## config.mk

```make
export PLATFORM = sky130hd
export DESIGN_NAME = tbr_bank
export DESIGN_NICKNAME = d
export VERILOG_FILES = /design/src/rtl/tbr_pkg.sv /design/src/rtl/tbr_limit_calc.sv /design/src/rtl/tbr_desc_reg.sv /design/src/rtl/tbr_bank.sv
export SDC_FILE = /design/constraint.sdc
export NUM_CORES = 1
export LEC_CHECK = 0
export BUFFER_PORTS_ARGS = -buffer_cell sky130_fd_sc_hd__buf_2
export CELL_PAD_IN_SITES_DETAIL_PLACEMENT = 2
export CELL_PAD_IN_SITES_GLOBAL_PLACEMENT = 2
export CORE_MARGIN = 3
export CORE_UTILIZATION = 24
export DETAILED_ROUTE_END_ITERATION = 10
export GPL_TIMING_DRIVEN = 1
export PLACE_DENSITY = 0.78
export SYNTH_ARGS = -nofsm -noshare
export SYNTH_HDL_FRONTEND = slang
export SYNTH_SLANG_ARGS = --single-unit
export TNS_END_PERCENT = 5
```

## constraint.sdc

```tcl
create_clock -name clk -period 2.5 [get_ports clk]
set_input_delay 0.25 -clock clk [delete_from_list [all_inputs] [get_ports clk]]
set_output_delay 0.25 -clock clk [all_outputs]
set_load 0.01 [all_outputs]
```

## src/rtl/tbr_pkg.sv

```systemverilog
package tbr_pkg;
   localparam int REG_CNT  = 8;
   localparam int SEL_W    = 3;
   localparam int DATA_W   = 64;
   localparam int TYPE_W   = 3;
   localparam int BASE_W   = 40;
   localparam int PAGES_W  = 8;
   localparam int VALID_B  = 63;
   localparam int TWO_B    = 62;
   localparam int TYPE_LO  = 56;
   localparam int BASE_LO  = 12;

   typedef struct packed {
      logic               valid;
      logic               two_lvl;
      logic [BASE_W-1:0]  base;
      logic [PAGES_W-1:0] pages_m1;
   } desc_t;
endpackage

```

## src/rtl/tbr_limit_calc.sv

```systemverilog
module tbr_limit_calc
   import tbr_pkg::*;
#(
   parameter int PAGE_LOG2 = 12,
   parameter int L1_LOG2   = 3,
   parameter int ESZ_LOG2  = 3,
   parameter int ID_BITS   = 16,
   parameter int LIM_W     = 17
) (
   input  desc_t             desc,
   output logic [LIM_W-1:0]  limit
);
   localparam int MEM_W = PAGES_W + 1 + 2 * PAGE_LOG2;

   generate
      if (ESZ_LOG2 > PAGE_LOG2 || L1_LOG2 > PAGE_LOG2) begin : g_bad_size
         $error("entry size exceeds page size");
      end
      if (LIM_W <= ID_BITS || MEM_W <= ID_BITS) begin : g_bad_width
         $error("limit width too small for ID width");
      end
   endgenerate

   logic [MEM_W-1:0] pages, flat_cnt, mem_cnt, id_cnt, best;

   always_comb begin
      pages    = MEM_W'(desc.pages_m1) + MEM_W'(1);
      flat_cnt = pages << (PAGE_LOG2 - ESZ_LOG2);
      mem_cnt  = desc.two_lvl ? (flat_cnt << (PAGE_LOG2 - L1_LOG2)) : flat_cnt;
      id_cnt   = MEM_W'(1) << ID_BITS;
      best     = (mem_cnt < id_cnt) ? mem_cnt : id_cnt;
      limit    = desc.valid ? LIM_W'(best) : '0;
   end
endmodule

```

## src/rtl/tbr_desc_reg.sv

```systemverilog
module tbr_desc_reg
   import tbr_pkg::*;
#(
   parameter int TYPE_CODE = 0
) (
   input  logic              clk,
   input  logic              rst_n,
   input  logic              wr_en,
   input  logic [DATA_W-1:0] wr_data,
   output logic [DATA_W-1:0] rd_data,
   output desc_t             desc
);
   generate
      if (TYPE_CODE == 0) begin : g_absent
         assign desc    = '0;
         assign rd_data = '0;
      end else begin : g_present
         desc_t q;
         always_ff @(posedge clk or negedge rst_n) begin
            if (!rst_n) q <= '0;
            else if (wr_en) begin
               q.valid    <= wr_data[VALID_B];
               q.two_lvl  <= wr_data[TWO_B];
               q.base     <= wr_data[BASE_LO +: BASE_W];
               q.pages_m1 <= wr_data[PAGES_W-1:0];
            end
         end
         assign desc    = q;
         assign rd_data = {q.valid, q.two_lvl, 3'b000, TYPE_W'(TYPE_CODE),
                           4'b0000, q.base, 4'b0000, q.pages_m1};


         wr_store_chk: assert property (@(posedge clk) disable iff (!rst_n)
            wr_en |=> (rd_data[VALID_B] == $past(wr_data[VALID_B]) &&
                       rd_data[TWO_B] == $past(wr_data[TWO_B]) &&
                       rd_data[BASE_LO +: BASE_W] == $past(wr_data[BASE_LO +: BASE_W]) &&
                       rd_data[PAGES_W-1:0] == $past(wr_data[PAGES_W-1:0])));

         type_ro_chk: assert property (@(posedge clk) disable iff (!rst_n)
            wr_en |=> rd_data[TYPE_LO +: TYPE_W] == TYPE_W'(TYPE_CODE));
      end
   endgenerate
endmodule

```

## src/rtl/tbr_bank.sv

```systemverilog
module tbr_bank
   import tbr_pkg::*;
#(
   parameter int NUM_TYPES = 2,
   parameter logic [REG_CNT*TYPE_W-1:0] TYPE_MAP = 24'h000011,
   parameter logic [NUM_TYPES-1:0][4:0] TYPE_ESZ_LOG2 = {5'd4, 5'd3},
   parameter logic [NUM_TYPES-1:0][4:0] TYPE_ID_BITS  = {5'd12, 5'd16},
   parameter int PAGE_LOG2 = 12,
   parameter int L1_LOG2   = 3,
   parameter int LIM_W     = 17,
   parameter int IDX_W     = 32
) (
   input  logic                                  clk,
   input  logic                                  rst_n,
   input  logic [SEL_W-1:0]                      reg_sel,
   input  logic                                  wr_en,
   input  logic [DATA_W-1:0]                     wr_data,
   output logic [DATA_W-1:0]                     rd_data,
   output logic [NUM_TYPES-1:0][BASE_W-1:0]      tbl_base,
   output logic [NUM_TYPES-1:0]                  tbl_two_level,
   output logic [NUM_TYPES-1:0][LIM_W-1:0]       tbl_limit,
   input  logic [NUM_TYPES-1:0][IDX_W-1:0]       chk_idx,
   output logic [NUM_TYPES-1:0]                  chk_bad
);
   localparam int CMP_W = (IDX_W > LIM_W ? IDX_W : LIM_W) + 1;

   function automatic int owner_of(input int code);
      int found;
      found = -1;
      for (int r = REG_CNT - 1; r >= 0; r--)
         if (int'(TYPE_MAP[r*TYPE_W +: TYPE_W]) == code) found = r;
      return found;
   endfunction

   generate
      if (NUM_TYPES < 1 || NUM_TYPES >= (1 << TYPE_W)) begin : g_bad_types
         $error("NUM_TYPES out of range");
      end
   endgenerate

   desc_t             reg_desc  [REG_CNT];
   logic [LIM_W-1:0]  reg_limit [REG_CNT];
   logic [DATA_W-1:0] reg_rd    [REG_CNT];

   for (genvar i = 0; i < REG_CNT; i++) begin : g_reg
      localparam int CODE = int'(TYPE_MAP[i*TYPE_W +: TYPE_W]);
      tbr_desc_reg #(.TYPE_CODE(CODE)) u_reg (
         .clk     (clk),
         .rst_n   (rst_n),
         .wr_en   (wr_en && (reg_sel == SEL_W'(i))),
         .wr_data (wr_data),
         .rd_data (reg_rd[i]),
         .desc    (reg_desc[i])
      );
      if (CODE == 0) begin : g_nolim
         assign reg_limit[i] = '0;
      end else if (CODE > NUM_TYPES) begin : g_badcode
         $error("type code without a type entry");
         assign reg_limit[i] = '0;
      end else begin : g_lim
         tbr_limit_calc #(
            .PAGE_LOG2 (PAGE_LOG2),
            .L1_LOG2   (L1_LOG2),
            .ESZ_LOG2  (int'(TYPE_ESZ_LOG2[CODE-1])),
            .ID_BITS   (int'(TYPE_ID_BITS[CODE-1])),
            .LIM_W     (LIM_W)
         ) u_calc (
            .desc  (reg_desc[i]),
            .limit (reg_limit[i])
         );

         invalid_zero_chk: assert property (@(posedge clk) disable iff (!rst_n)
            !reg_desc[i].valid |-> reg_limit[i] == '0);

         id_bound_chk: assert property (@(posedge clk) disable iff (!rst_n)
            reg_limit[i] <= (LIM_W'(1) << TYPE_ID_BITS[CODE-1]));
      end
   end

   assign rd_data = reg_rd[reg_sel];

   for (genvar t = 0; t < NUM_TYPES; t++) begin : g_type
      localparam int OWNER = owner_of(t + 1);
      if (OWNER < 0) begin : g_none
         assign tbl_base[t]      = '0;
         assign tbl_two_level[t] = 1'b0;
         assign tbl_limit[t]     = '0;
      end else begin : g_own
         assign tbl_base[t]      = reg_desc[OWNER].base;
         assign tbl_two_level[t] = reg_desc[OWNER].two_lvl;
         assign tbl_limit[t]     = reg_limit[OWNER];
      end
      assign chk_bad[t] = CMP_W'(chk_idx[t]) >= CMP_W'(tbl_limit[t]);


      zero_limit_bad_chk: assert property (@(posedge clk) disable iff (!rst_n)
         (tbl_limit[t] == '0) |-> chk_bad[t]);
   end


   absent_rd_zero_chk: assert property (@(posedge clk) disable iff (!rst_n)
      (TYPE_MAP[reg_sel*TYPE_W +: TYPE_W] == '0) |-> rd_data == '0);
endmodule

```

## After elaboration in Yosys (flattened, before gate mapping)

Index checks and enable logic that the tools add are counted.

| storage, ports and cells | value |
|---|---|
| latch bits | 0 |
| flip-flop bits (word level) | 100 |
| bits in writable memories | 0 |
| memories kept | 0 |
| bits of input ports | 134 |
| bits in read-only memories | 0 |

| operators by class | value |
|---|---|
| shifts and indexed selects | 0 |
| multipliers | 0 |
| div/mod/pow operators | 0 |
| multiplexer cells | 9 |
| bitwise operators | 1 |
| add/sub/neg operators | 2 |
| equality and inequality tests | 1 |
| reductions and logical operators | 3 |
| order comparisons | 5 |

Operator list:

| kind | count |
|---|---|
| $bmux 64 s3 | 1 |
| $mux 64 | 2 |
| $mux 17 | 4 |
| $ge 32x17->1 | 2 |
| $lt 33x13->1 const B | 1 |
| $lt 33x17->1 const B | 1 |
| $mux 27 | 1 |
| $mux 26 | 1 |
| $add 8x1->9 const B | 2 |
| $ge 4x4->1 const B | 1 |
| $not 3->4 | 1 |
| $eq 3x1->1 const B | 1 |
| $logic_not 3->1 | 1 |
| $logic_and 1x1->1 | 2 |

## Longest topological paths before layout

Gate-level depths: netlist of run 1.

| depth | value |
|---|---|
| word-level depth | 6 |
| depth in mapped cells | 12 |
| gate-level depth less buffers | 12 |

## Modules after synthesis

A second synthesis of run 1 with hierarchy kept.

| unflattened totals | value |
|---|---|
| cell total of the unflattened synthesis | 1494 |
| area total of the unflattened synthesis | 15786.4 µm² |

By module, submodules not included:

| module | sequential area each (µm²) | cells an instance | area each (µm²) | instances |
|---|---|---|---|---|
| tbr_desc_reg (g_reg[0].u_reg ...) | 1251.2 | 172 | 2601.2 | 2 |
| tbr_desc_reg (g_reg[2].u_reg ...) | 0.0 | 115 | 859.6 | 6 |
| tbr_bank | 0.0 | 377 | 4779.6 | 1 |
| tbr_limit_calc (g_reg[0].g_lim.u_calc) | 0.0 | 44 | 325.3 | 1 |
| tbr_limit_calc (g_reg[1].g_lim.u_calc) | 0.0 | 39 | 321.6 | 1 |

## Worst setup path after synthesis of run 1

OpenSTA, ideal clock, no wires.

| timing | value |
|---|---|
| path type | flip-flop to output port |
| start | register g_reg[1].u_reg.g_present.q (netlist bit g_reg[1].u_reg.desc[0]) |
| end | output chk_bad[1] |
| path slack | -0.476 ns |
| data required time | 2.250 ns |
| path buffers | 0 |
| stages on the path, launching flop included | 13 |
| arrival | 2.726 ns |
| cells stage by stage | dfrtp_1 > ha_1 > a31oi_1 > a41oi_1 > nor4_1 > and3b_1 > nand2_1 > ha_1 > nor4b_1 > nand2_1 > o311ai_0 > a21oi_1 > o21ai_0 |

| between the ends | value |
|---|---|
| longest elaborated chain between the ends | 6 |

Ends and longest elaborated chain:

| what | RTL line | RTL |
|---|---|---|
| start, declared | tbr_desc_reg.sv:18 | `desc_t q;` |
| $add 8x1->9 (*) | tbr_limit_calc.sv:27 | `pages = MEM_W'(desc.pages_m1) + MEM_W'(1);` |
| $mux 26 (*) | tbr_limit_calc.sv:29 | `mem_cnt = desc.two_lvl ? (flat_cnt << (PAGE_LOG2 - L1_LOG2)) : flat_cnt;` |
| $lt 33x13->1 | tbr_limit_calc.sv:31 | `best = (mem_cnt < id_cnt) ? mem_cnt : id_cnt;` |
| $mux 17 (*) | tbr_limit_calc.sv:31 |  |
| $mux 17 (*) | tbr_limit_calc.sv:32 | `limit = desc.valid ? LIM_W'(best) : '0;` |
| $ge 32x17->1 (*) | tbr_bank.sv:93 | `assign chk_bad[t] = CMP_W'(chk_idx[t]) >= CMP_W'(tbl_limit[t]);` |
| end, declared | tbr_bank.sv:23 | `output logic [NUM_TYPES-1:0] chk_bad` |

Every way passes the cells marked *; elsewhere a longest branch is shown, timed or not.

## Worst setup path in the final report of run 1

| timing | value |
|---|---|
| start | register g_reg[1].u_reg.g_present.q (netlist bit g_reg[1].u_reg.desc[1]) |
| end | output chk_bad[1] |

Same word-level chain as after synthesis.

==> reports/metrics.csv, run 1 <==
stage;metric;value;unit
route;dr.max_layer_used;met5;
placement;gp_congestion;0.8000;
outcome;status;complete, but fails checks;
clock_tree;path_clk_slew;0.08;ns
layout;utilization;32.24;%
timing;period_share;132.4;%
synthesis;synth_commonest_cells;buf_4 (120), dfrtp_1 (100), mux2_2 (51);
route;routedWlPerCell;19.23;um
synthesis;syn-cell-area;6031;sq um
route;met2_length;11040;um
clock_tree;numCtsBuffers;9;
layout;layout-drive-gt1-share;55.80;%
clock_tree;clockRootBuffer;clkbuf_16;
worst_setup_path;crit_fanout;3;
layout;regArea;2506;sq um
worst_setup_path;crit_type;register to output pin;
power;p_per_area;732.7;nW/um^2
floorplan;rows;57;
clock_tree;cts.path.max_buffers;2;
layout;area_growth;31.14;%
floorplan;initial_core_util;24.58;%
worst_setup_path;cp_num_buf_inv;3;
power;switching_power;2.001;mW
worst_setup_path;crit_required;2.25;ns
layout;nFillCells;2756;
timing;final_hold_viol_count;0;
floorplan;die_area;27070;sq um
route;met3_length;1500;um
global_route;antenna_found_initial;2;
synthesis;synthArstFlopShare;100.0;%
timing;tightest_slew;0.6693;ns
synthesis;ys_types;42;
global_route;grt_pass1_vias;5353;
layout;largest_reg_flops;100;
synthesis;yosysSeqAreaShare;41.49;%
outcome;failed_checks;setup timing;
layout;num_antenna_cells;0;
route;drtPass1Iterations;4;
worst_setup_path;startpoint;g_reg[1].u_reg.desc[1]$_DFFE_PN0P_;
placement;dp.cells;1058;
layout;multi_input_area;2855;sq um
synthesis;synth_area_leaders;dfrtp_1 (41%), buf_4 (15%), mux2_2 (9.5%), mux2_1 (9.3%), a22o_1 (7.3%);
worst_setup_path;critPathArrivalTime;3.06;ns
global_route;grt_pass1_wl;30990;um
power;p_leak;3.892;nW
placement;io_buffers;268;
route;ant_nets;0;
power;internal_power;3.793;mW
worst_setup_path;cp-start-kind;register;
clock_tree;worstSkewPairLatency;0.33;ns
worst_setup_path;slowest_delay;0.44;ns
job;drv_cap;0;
global_route;grt_start_max_net_pins;52;
power;p_clk_share;25.7;%
global_route;track_usage;14.74;%
timing;finalCriticalPeriod;3.311;ns
global_route;overflow;0;
worst_setup_path;cpMostUsedCell;buf_4;
worst_setup_path;crit_path_top_delay_cell;dfrtp_1;
min_path;hold_start;wr_data[14];
layout;fin_nets;906;
synthesis;ys_ff_latch;100;
timing;clock-skew-final;0;ns
power;p_total;5.795;mW
clock_tree;cts_tree;built;
min_path;min_path_type;primary input to register;
synthesis;syn_inst;522;
synthesis;synth_area_leader_cell;dfrtp_1;
worst_setup_path;path_delay_family;compound AO/OA/AOI/OAI gates;
placement;dp_worst_setup_slack;-0.6089;ns
power;power_frac_seq;40.0;%
synthesis;avgSynthCellArea;11.55;sq um
synthesis;synth_warnings;0;
route;dr_total_vias;4850;
floorplan;die_y;164.5;um
power;peakVddDrop;0.0003125;V
synthesis;yosysTopAreaCellShare;41.49;%
placement;dpl.hpwl;15960;um
power;switching_share;34.54;%
synthesis;synthFlopType;dfrtp_1;
route;met1Wirelength;8049;um
synthesis;synth_edf_count;0;
floorplan;coreArea;24530;sq um
worst_setup_path;endpoint_kind;output pin;
timing;hold_ws;0.1258;ns
worst_setup_path;r2r_slack;1.37;ns
timing;finalMaxSlewViolations;0;
timing;worst_slack;-0.8110;ns
layout;final_cells;1082;
timing;relSlewSlack;55.38;%
route;via_per_inst;4.482;
clock_tree;htree_levels;3;
route;routed_wl;20810;um
floorplan;die_w;164.5;um
route;drt_first_iter_violations;127;
route;drc;0;
worst_setup_path;r2r-start;g_reg[0].u_reg.desc[0]$_DFFE_PN0P_;
synthesis;yosysMostFrequentCell;buf_4;
timing;max_clock_freq;302.0;MHz
power;combPwrFrac;34.2;%
floorplan;ios;316;
timing;setup_viol;3;
clock_tree;numClockSinks;100;
worst_setup_path;crit_chain;ha_4 -> a31oi_4 -> a41oi_2 -> nor4_2 -> buf_4 -> buf_4 -> nand3b_1 -> nor2_2 -> ha_1 -> nor2b_1 -> o21ai_0 -> o311ai_2 -> a21oi_2 -> o21ai_2 -> buf_2;
timing;rsz0062_at_grt;yes;
## final timing paths
kind / end / depth (start not counted)
max in group asynchronous: g_reg[0].u_reg.desc[1]$_DFFE_PN0P_ / 3
worst max register to register: g_reg[0].u_reg.desc[0]$_DFFE_PN0P_ / 3
min in group asynchronous: g_reg[0].u_reg.desc[31]$_DFFE_PN0P_ / 2
worst min register to register: g_reg[1].u_reg.desc[30]$_DFFE_PN0P_ / 1
worst min-delay path: g_reg[1].u_reg.desc[10]$_DFFE_PN0P_ / 2
worst max-delay path: chk_bad[1] / 15
## worst reg2reg max path, cell delays in order, from the launching register on
cell and delay, ns:
dfrtp_2 0.43, buf_4 0.15, buf_4 0.13, mux2_2 0.29
## per-stage QoR
stage          TNS (ns)  instance area [sq um]
5_1_grt          -2.407                   7909
3_5_place_dp     -1.067                   7355
3_3_place_gp    -0.7329                   7355
6_report         -1.593                   7909
2_1_floorplan   -0.3645                   6202
4_1_cts          -1.635                   7815
## layer usage
metal	GRT usage, %	vias to the layer above
met5	0	-
met4	2.936	4
met3	4.465	16
li1	-	2195
met1	16.75	2455
met2	27.23	180
## area by class of cell
cell class / count / area share (%)
Sequential cell: 100 / 31.69
Clock inverter: 7 / 1.107
Timing Repair Buffer: 325 / 22.99
Tap cell: 324 / 5.126
Multi-Input combinational cell: 314 / 36.10
Inverter: 3 / 0.1424
Clock buffer: 9 / 2.848
## kinds of logic (layout without fill, tap and decap cells)
kind of cell / count (synthesis) / after routing / share of synthesized area (%)
compound gates: 73 / 73 / 9.813
xor+xnor: 10 / 10 / 1.452
fa+ha+maj: 19 / 19 / 3.942
buf+inv: 143 / 344 / 17.05
flops: 100 / 100 / 41.49
mux: 101 / 101 / 18.86
other cells: 2 / 37 / 0.1245
simple gates: 74 / 74 / 7.262
## cells in the final DEF (no fill, tap or decap), types with 4 or more instances in the layout
master,count
a22o_1,50
xnor2_1,5
ha_4,5
nand3_1,7
o21ai_0,4
ha_1,14
buf_2,266
xor2_1,4
nor2_1,4
nor3_1,4
nand4_1,4
mux2_1,50
mux2_2,51
buf_4,54
nand2_1,10
clkbuf_16,9
conb_1,37
nor4_1,10
dfrtp_1,97
## what timing repair did
action | in CTS | in global routing
setup buffers | 7 | 1
setup endpoints to repair | 2 | 7
pin swaps | 17 | 13
hold buffers | 1 | 0
hold endpoints to repair | 27 | 0
resized for setup | 15 | 14
cloned | 0 | 0
## power by group through the flow
stage / Sequential [mW] / Combinational (mW) / Clock (mW)
3_3_place_gp: 2.32 / 1.80 / 0
6_report: 2.32 / 1.98 / 1.49
3_5_place_dp: 2.34 / 1.87 / 0
5_1_grt: 2.38 / 2.17 / 1.63
4_1_cts: 2.31 / 1.97 / 1.57
2_1_floorplan: 2.23 / 1.35 / 0
(Power assumes the default switching activity.)
==> run 2: changes to the inputs <==
==> constraint.sdc (replaced) <==
create_clock -name clk -period 2.5 [get_ports clk]
set_input_delay 0 -clock clk [delete_from_list [all_inputs] [get_ports clk]]
set_output_delay 0 -clock clk [all_outputs]
set_load 0.01 [all_outputs]
==> run 2 against run 1 <==
The flow still finishes with violations (setup timing). Die area is the same. Register-to-register slack gained 0.03 ns. Sequential power is essentially flat. Combinational power is essentially flat. Via count grew 3.3%. Global-route usage grew 1.0 points. Clock power grew 3%. First-iteration DRC count grew 20%. Highest routed layer unchanged.
==> reports/metrics.csv, run 2 (synthesis results as in run 1) <==
stage;metric;value;unit;change
outcome;status;complete, but fails checks;;
outcome;failed_checks;setup timing;;
timing;finalSetupTns;-1.276;ns;+0.3172 ns
timing;relSlewSlack;53.32;%;-2.1 points
placement;dp_worst_setup_slack;-0.3001;ns;+0.3089 ns
worst_setup_path;critPathArrivalTime;3.14;ns;+0.08 ns
floorplan;die_y;164.5;um;unchanged
timing;finalMaxSlewViolations;0;;unchanged
clock_tree;numClockSinks;100;;unchanged
global_route;antenna_found_initial;1;;-1
worst_setup_path;endpoint_kind;output pin;;
timing;hold_ws;0.1794;ns;+0.05359 ns
route;drtPass1Iterations;4;;unchanged
power;p_total;5.828;mW;+0.57%
floorplan;ios;316;;unchanged
power;p_leak;4.047;nW;+4.0%
placement;dp.cells;1046;;-1.1%
placement;gp_congestion;0.8322;;+4.0%
layout;final_cells;1120;;+3.5%
worst_setup_path;path_delay_family;simple AND/OR/NAND/NOR gates;;
timing;worst_slack;-0.6407;ns;+0.1704 ns
floorplan;coreArea;24530;sq um;unchanged
route;via_per_inst;4.472;;-0.23%
placement;place_area;7263;sq um;-1.2%
timing;final_hold_viol_count;0;;unchanged
layout;layout_common_cells;buf_2 (267), dfrtp_1 (100), mux2_2 (51), dlygate4sd3_1 (51);;
layout;nFillCells;2727;;-1.1%
layout;utilization;33.67;%;+1.4 points
worst_setup_path;slowest_delay;0.42;ns;-0.02 ns
route;dr_total_vias;5009;;+3.3%
worst_setup_path;crit_fanout;4;;+1
route;drc;0;;unchanged
global_route;grt_start_max_net_pins;54;;+3.8%
placement;io_buffers;268;;unchanged
route;ant_nets;0;;unchanged
worst_setup_path;crit_chain;ha_2 -> a31oi_1 -> a41oi_1 -> nor4_2 -> and3b_2 -> nand2_2 -> ha_4 -> nor4b_4 -> nand2_1 -> o311ai_2 -> a21oi_2 -> o21ai_2 -> buf_2;;
floorplan;die_area;27070;sq um;unchanged
worst_setup_path;crit_type;register to output pin;;
route;drt_first_iter_violations;153;;+20%
worst_setup_path;crit_required;2.50;ns;+0.25 ns
layout;layout-drive-gt1-share;50.50;%;-5.3 points
min_path;min_path_type;primary input to asynchronous set/reset pin;;
floorplan;die_w;164.5;um;unchanged
clock_tree;htree_levels;3;;unchanged
worst_setup_path;cp-start-kind;register;;
job;drv_cap;0;;unchanged
layout;num_antenna_cells;0;;unchanged
clock_tree;numCtsBuffers;9;;unchanged
timing;rsz0062_at_grt;yes;;
layout;stdcell_area;8260;sq um;+4.4%
floorplan;rows;57;;unchanged
layout;final_common_cell;buf_2;;
clock_tree;clockRootBuffer;clkbuf_16;;
clock_tree;path_clk_slew;0.07;ns;about the same
timing;clock-skew-final;0;ns;unchanged
timing;tightest_slew;0.7002;ns;+0.03084 ns
global_route;grt_pass1_wl;32910;um;+6.2%
floorplan;initial_core_util;24.58;%;unchanged
clock_tree;worstSkewPairLatency;0.34;ns;about the same
global_route;grt_pass1_vias;5655;;+5.6%
layout;largest_reg_flops;100;;unchanged
global_route;overflow;0;;unchanged
power;peakVddDrop;0.0002506;V;-20%
worst_setup_path;cp_num_buf_inv;1;;-2
timing;setup_viol;2;;-1
layout;fin_nets;944;;+4.2%
timing;period_share;125.6;%;-6.8 points
timing;max_clock_freq;318.4;MHz;+5.4%
clock_tree;cts_tree;built;;
placement;dpl.hpwl;15450;um;-3.2%
power;p_per_area;705.5;nW/um^2;-3.7%
clock_tree;cts.path.max_buffers;2;;unchanged
layout;area_growth;36.97;%;
timing;finalCriticalPeriod;3.141;ns;-0.1704 ns
global_route;track_usage;15.77;%;+1.0 points
route;routed_wl;21830;um;+4.9%
route;routedWlPerCell;19.49;um;+1.4%
worst_setup_path;crit_path_top_delay_cell;dfrtp_1;;
==> run 2: cell count changes in the layout (fill, tap and decap cells not counted), sizes merged <==
cell,previous run,this run
clkbuf,9,11
buf,324,312
inv,8,4
bufinv,1,2
dlygate4sd3,1,51
clkinvlp,0,1
==> run 2: worst reg2reg max path, stage by stage (launching register included) <==
cell     delay, ns
dfrtp_1       0.43
buf_4         0.15
buf_4         0.13
mux2_1        0.28
==> run 2: worst paths after layout <==
kind	from	to	slack (ns)	cells past startpoint
setup / recovery	g_reg[1].u_reg.desc[0]$_DFFE_PN0P_	chk_bad[1]	-0.64	13
hold / removal	rst_n	g_reg[1].u_reg.desc[22]$_DFFE_PN0P_	0.18	2
setup reg to reg	g_reg[1].u_reg.desc[1]$_DFFE_PN0P_	g_reg[1].u_reg.desc[1]$_DFFE_PN0P_	1.40	3
hold reg to reg	g_reg[1].u_reg.desc[42]$_DFFE_PN0P_	g_reg[1].u_reg.desc[42]$_DFFE_PN0P_	0.52	1
max in group asynchronous	rst_n	g_reg[0].u_reg.desc[48]$_DFFE_PN0P_	1.63	3
min in group clk	chk_idx[21]	chk_bad[0]	0.39	5
==> run 2: what timing repair did <==
| item | CTS | global route |
|---|---|---|
| gates resized for setup | 8 | 10 |
| cloned | 0 | 0 |
| buffers inserted | 2 | 5 |
| hold endpoints to repair | 136 | 0 |
| hold buffers | 51 | 0 |
| pin swaps | 13 | 12 |
| setup endpoints to repair | 2 | 2 |
==> run 2: metal layers <==
layer / GRT usage, % / up-vias / part of all wire [%]
met5: 0 / - / 0.060
met4: 3.164 / 2 / 1.2
met3: 4.013 / 16 / 6.2
met2: 30.13 / 187 / 54
met1: 17.57 / 2532 / 38
li1: - / 2272 / -
==> run 2: final cells by class <==
type	count	area [sq um]	area share (%)
timing repair buffer	363	2235	27.05
inverter	3	11.26	0.1363
sequential	100	2502	30.29
clock buffer	11	242.7	2.939
clock inverter	5	83.83	1.015
multi-input combinational	314	2780	33.66
tap	324	405.4	4.908
==> run 2: where the power goes <==
group	internal (mW)	leakage [nW]	switching (mW)	total (mW)
Clock	0.911	0.158	0.629	1.54
Sequential	1.98	1.20	0.357	2.33
Combinational	0.997	2.69	0.958	1.95
Total	3.88	4.05	1.94	5.83
==> run 3: changes to the inputs <==
- CORE_UTILIZATION: 24 -> 29
- CTS_CLUSTER_DIAMETER: not set -> 40
- PLACE_DENSITY: 0.78 -> 0.88
- clock period: 2.5 -> 4 ns (I/O delays scaled with it)
==> run 3 against run 2 <==
The run now ends clean. Highest routed layer is now met4. Cell area is 7.1% lower. Largest cell class unchanged. Worst setup slack improved by 1.1 ns. Worst hold slack better by 0.14 ns. Register-to-register slack gained 1.7 ns. Routed wire length down 9.0%. Largest power group unchanged. Sequential cell count did not move. Cell count is 8.4% lower. Count of clock-buffer cells in the layout fell by 2. Die area fell by 17%. First-iteration DRC count shrank 15%.
==> reports/metrics.csv, run 3 (synthesis results as in run 1) <==
stage;metric;value;unit;change
timing;max_clock_freq;279.2;MHz;
layout;final_common_cell;buf_2;;
clock_tree;path_clk_slew;0.08;ns;about the same
timing;clock-skew-final;0;ns;unchanged
clock_tree;htree_levels;3;;unchanged
clock_tree;cts.path.max_buffers;2;;unchanged
global_route;track_usage;17.03;%;+1.3 points
route;drc;0;;unchanged
worst_setup_path;crit_type;register to output pin;;
layout;num_antenna_cells;0;;unchanged
placement;dp_worst_setup_slack;0.8276;ns;+1.128 ns
layout;layout-drive-gt1-share;45.50;%;-5.0 points
clock_tree;numCtsBuffers;9;;unchanged
layout;area_growth;27.18;%;
global_route;grt_pass1_vias;5389;;-4.7%
clock_tree;worstSkewPairLatency;0.34;ns;about the same
power;p_total;3.328;mW;-43%
floorplan;die_y;150.2;um;-8.7%
global_route;overflow;0;;unchanged
floorplan;rows;52;;-8.8%
clock_tree;cts_resized;0;;-8
route;dr_total_vias;4824;;-3.7%
timing;worst_slack;0.4189;ns;+1.060 ns
timing;setup_viol;0;;-2
worst_setup_path;critPathArrivalTime;3.58;ns;+0.44 ns
placement;io_buffers;268;;unchanged
worst_setup_path;crit_required;4.00;ns;+1.50 ns
timing;rsz0062_at_grt;no;;
route;drtPass1Iterations;5;;+1
clock_tree;numClockSinks;100;;unchanged
layout;stdcell_area;7670;sq um;-7.1%
placement;gp_congestion;0.8109;;-2.6%
worst_setup_path;endpoint_kind;output pin;;
placement;dpl.hpwl;14360;um;-7.1%
power;p_leak;3.788;nW;-6.4%
worst_setup_path;crit_fanout;7;;+3
timing;finalCriticalPeriod;3.581;ns;
timing;hold_ws;0.3203;ns;+0.1409 ns
floorplan;coreArea;20360;sq um;-17%
layout;largest_reg_flops;100;;unchanged
outcome;status;finished clean;;
global_route;grt_start_max_net_pins;70;;+30%
worst_setup_path;r2r_slack;3.10;ns;+1.70 ns
min_path;min_path_type;primary input to asynchronous set/reset pin;;
power;peakVddDrop;0.0001895;V;-24%
placement;place_area;6879;sq um;-5.3%
layout;final_cells;1026;;-8.4%
route;via_per_inst;4.702;;+5.1%
floorplan;ios;316;;unchanged
floorplan;die_w;150.2;um;-8.7%
worst_setup_path;cp-start-kind;register;;
placement;dp.cells;960;;-8.2%
worst_setup_path;r2r-start;g_reg[1].u_reg.desc[2]$_DFFE_PN0P_;;
job;drv_cap;0;;unchanged
clock_tree;cts_tree;built;;
route;routedWlPerCell;19.36;um;-0.69%
power;p_per_area;434.0;nW/um^2;-38%
clock_tree;cts_hold_buf;51;;unchanged
layout;fin_nets;905;;-4.1%
global_route;grt_pass1_wl;30130;um;-8.5%
timing;period_share;89.53;%;
worst_setup_path;worst-r2r-cell-count;1;;-2
layout;layout_common_cells;buf_2 (267), dfrtp_1 (100), mux2_2 (51), dlygate4sd3_1 (51);;
route;drt_first_iter_violations;130;;-15%
timing;final_hold_viol_count;0;;unchanged
route;routed_wl;19860;um;-9.0%
clock_tree;cts_setup_buffers;0;;-2
clock_tree;clockRootBuffer;clkbuf_16;;
floorplan;die_area;22560;sq um;-17%
route;ant_nets;0;;unchanged
floorplan;initial_core_util;29.61;%;+5.0 points
global_route;antenna_found_initial;0;;-1
layout;utilization;37.66;%;+4.0 points
timing;finalMaxSlewViolations;0;;unchanged
timing;tightest_slew;0.9832;ns;+0.2830 ns
timing;relSlewSlack;34.46;%;-19 points
timing;finalSetupTns;0;ns;+1.276 ns
worst_setup_path;r2r_end;g_reg[1].u_reg.desc[2]$_DFFE_PN0P_;;
## run 3: cell types whose count changed in the layout (fill, tap and decap cells not counted), moves of 3 or more
| cell | before | now |
|---|---|---|
| buf_12 | 4 | 0 |
| buf_4 | 41 | 6 |
| ha_1 | 16 | 19 |
| inv_6 | 0 | 3 |
| o21ai_0 | 3 | 6 |
| xnor2_1 | 3 | 6 |
| xnor2_2 | 3 | 0 |
## run 3: how the worst max path moves through the flow
| stage | from | end | slack, ns | cells after the start |
|---|---|---|---|---|
| after global routing | g_reg[1].u_reg.desc[0]$_DFFE_PN0P_ | chk_bad[1] | 0.05 | 13 |
| after detailed placement | g_reg[1].u_reg.desc[0]$_DFFE_PN0P_ | chk_bad[1] | 0.83 | 13 |
| after CTS | g_reg[1].u_reg.desc[0]$_DFFE_PN0P_ | chk_bad[1] | 0.35 | 13 |
| final | g_reg[1].u_reg.desc[0]$_DFFE_PN0P_ | chk_bad[1] | 0.42 | 13 |
| after global placement | g_reg[0].u_reg.desc[0]$_DFFE_PN0P_ | chk_bad[0] | 0.97 | 13 |
| after floorplan | g_reg[1].u_reg.desc[0]$_DFFE_PN0P_ | chk_bad[1] | 1.27 | 12 |
## run 3: critical path, stage by stage (launching register included)
cell      delay [ns]
dfrtp_1         0.45
ha_1            0.29
a31oi_1         0.19
a41oi_1         0.08
nor4_1          0.45
and3b_1         0.33
nand2_1         0.08
ha_1            0.28
nor4b_1         0.27
nand2_1         0.09
o311ai_0        0.33
a21oi_1         0.11
o21ai_0         0.13
buf_2           0.15
## run 3: report_power, final
group / internal, mW / total, mW / switching, mW
Sequential: 1.23 / 1.47 / 0.236
Clock: 0.432 / 0.840 / 0.408
Combinational: 0.496 / 1.02 / 0.521
## run 3: layout make-up
class / count / area, sq um
clock inverter: 6 / 55.05
clock buffer: 9 / 225.2
timing repair buffer: 324 / 1892
inverter: 3 / 11.26
tap: 270 / 337.8
multi-input combinational: 314 / 2646
sequential: 100 / 2502
fill: 2200 / 12690
## run 3: layer usage
metal	vias up	GRT usage [%]	routed length, um
met5	-	0	0
met4	0	3.705	176
met3	13	4.214	1273
met2	175	31.97	10640
met1	2446	19.48	7769
li1	2190	-	-
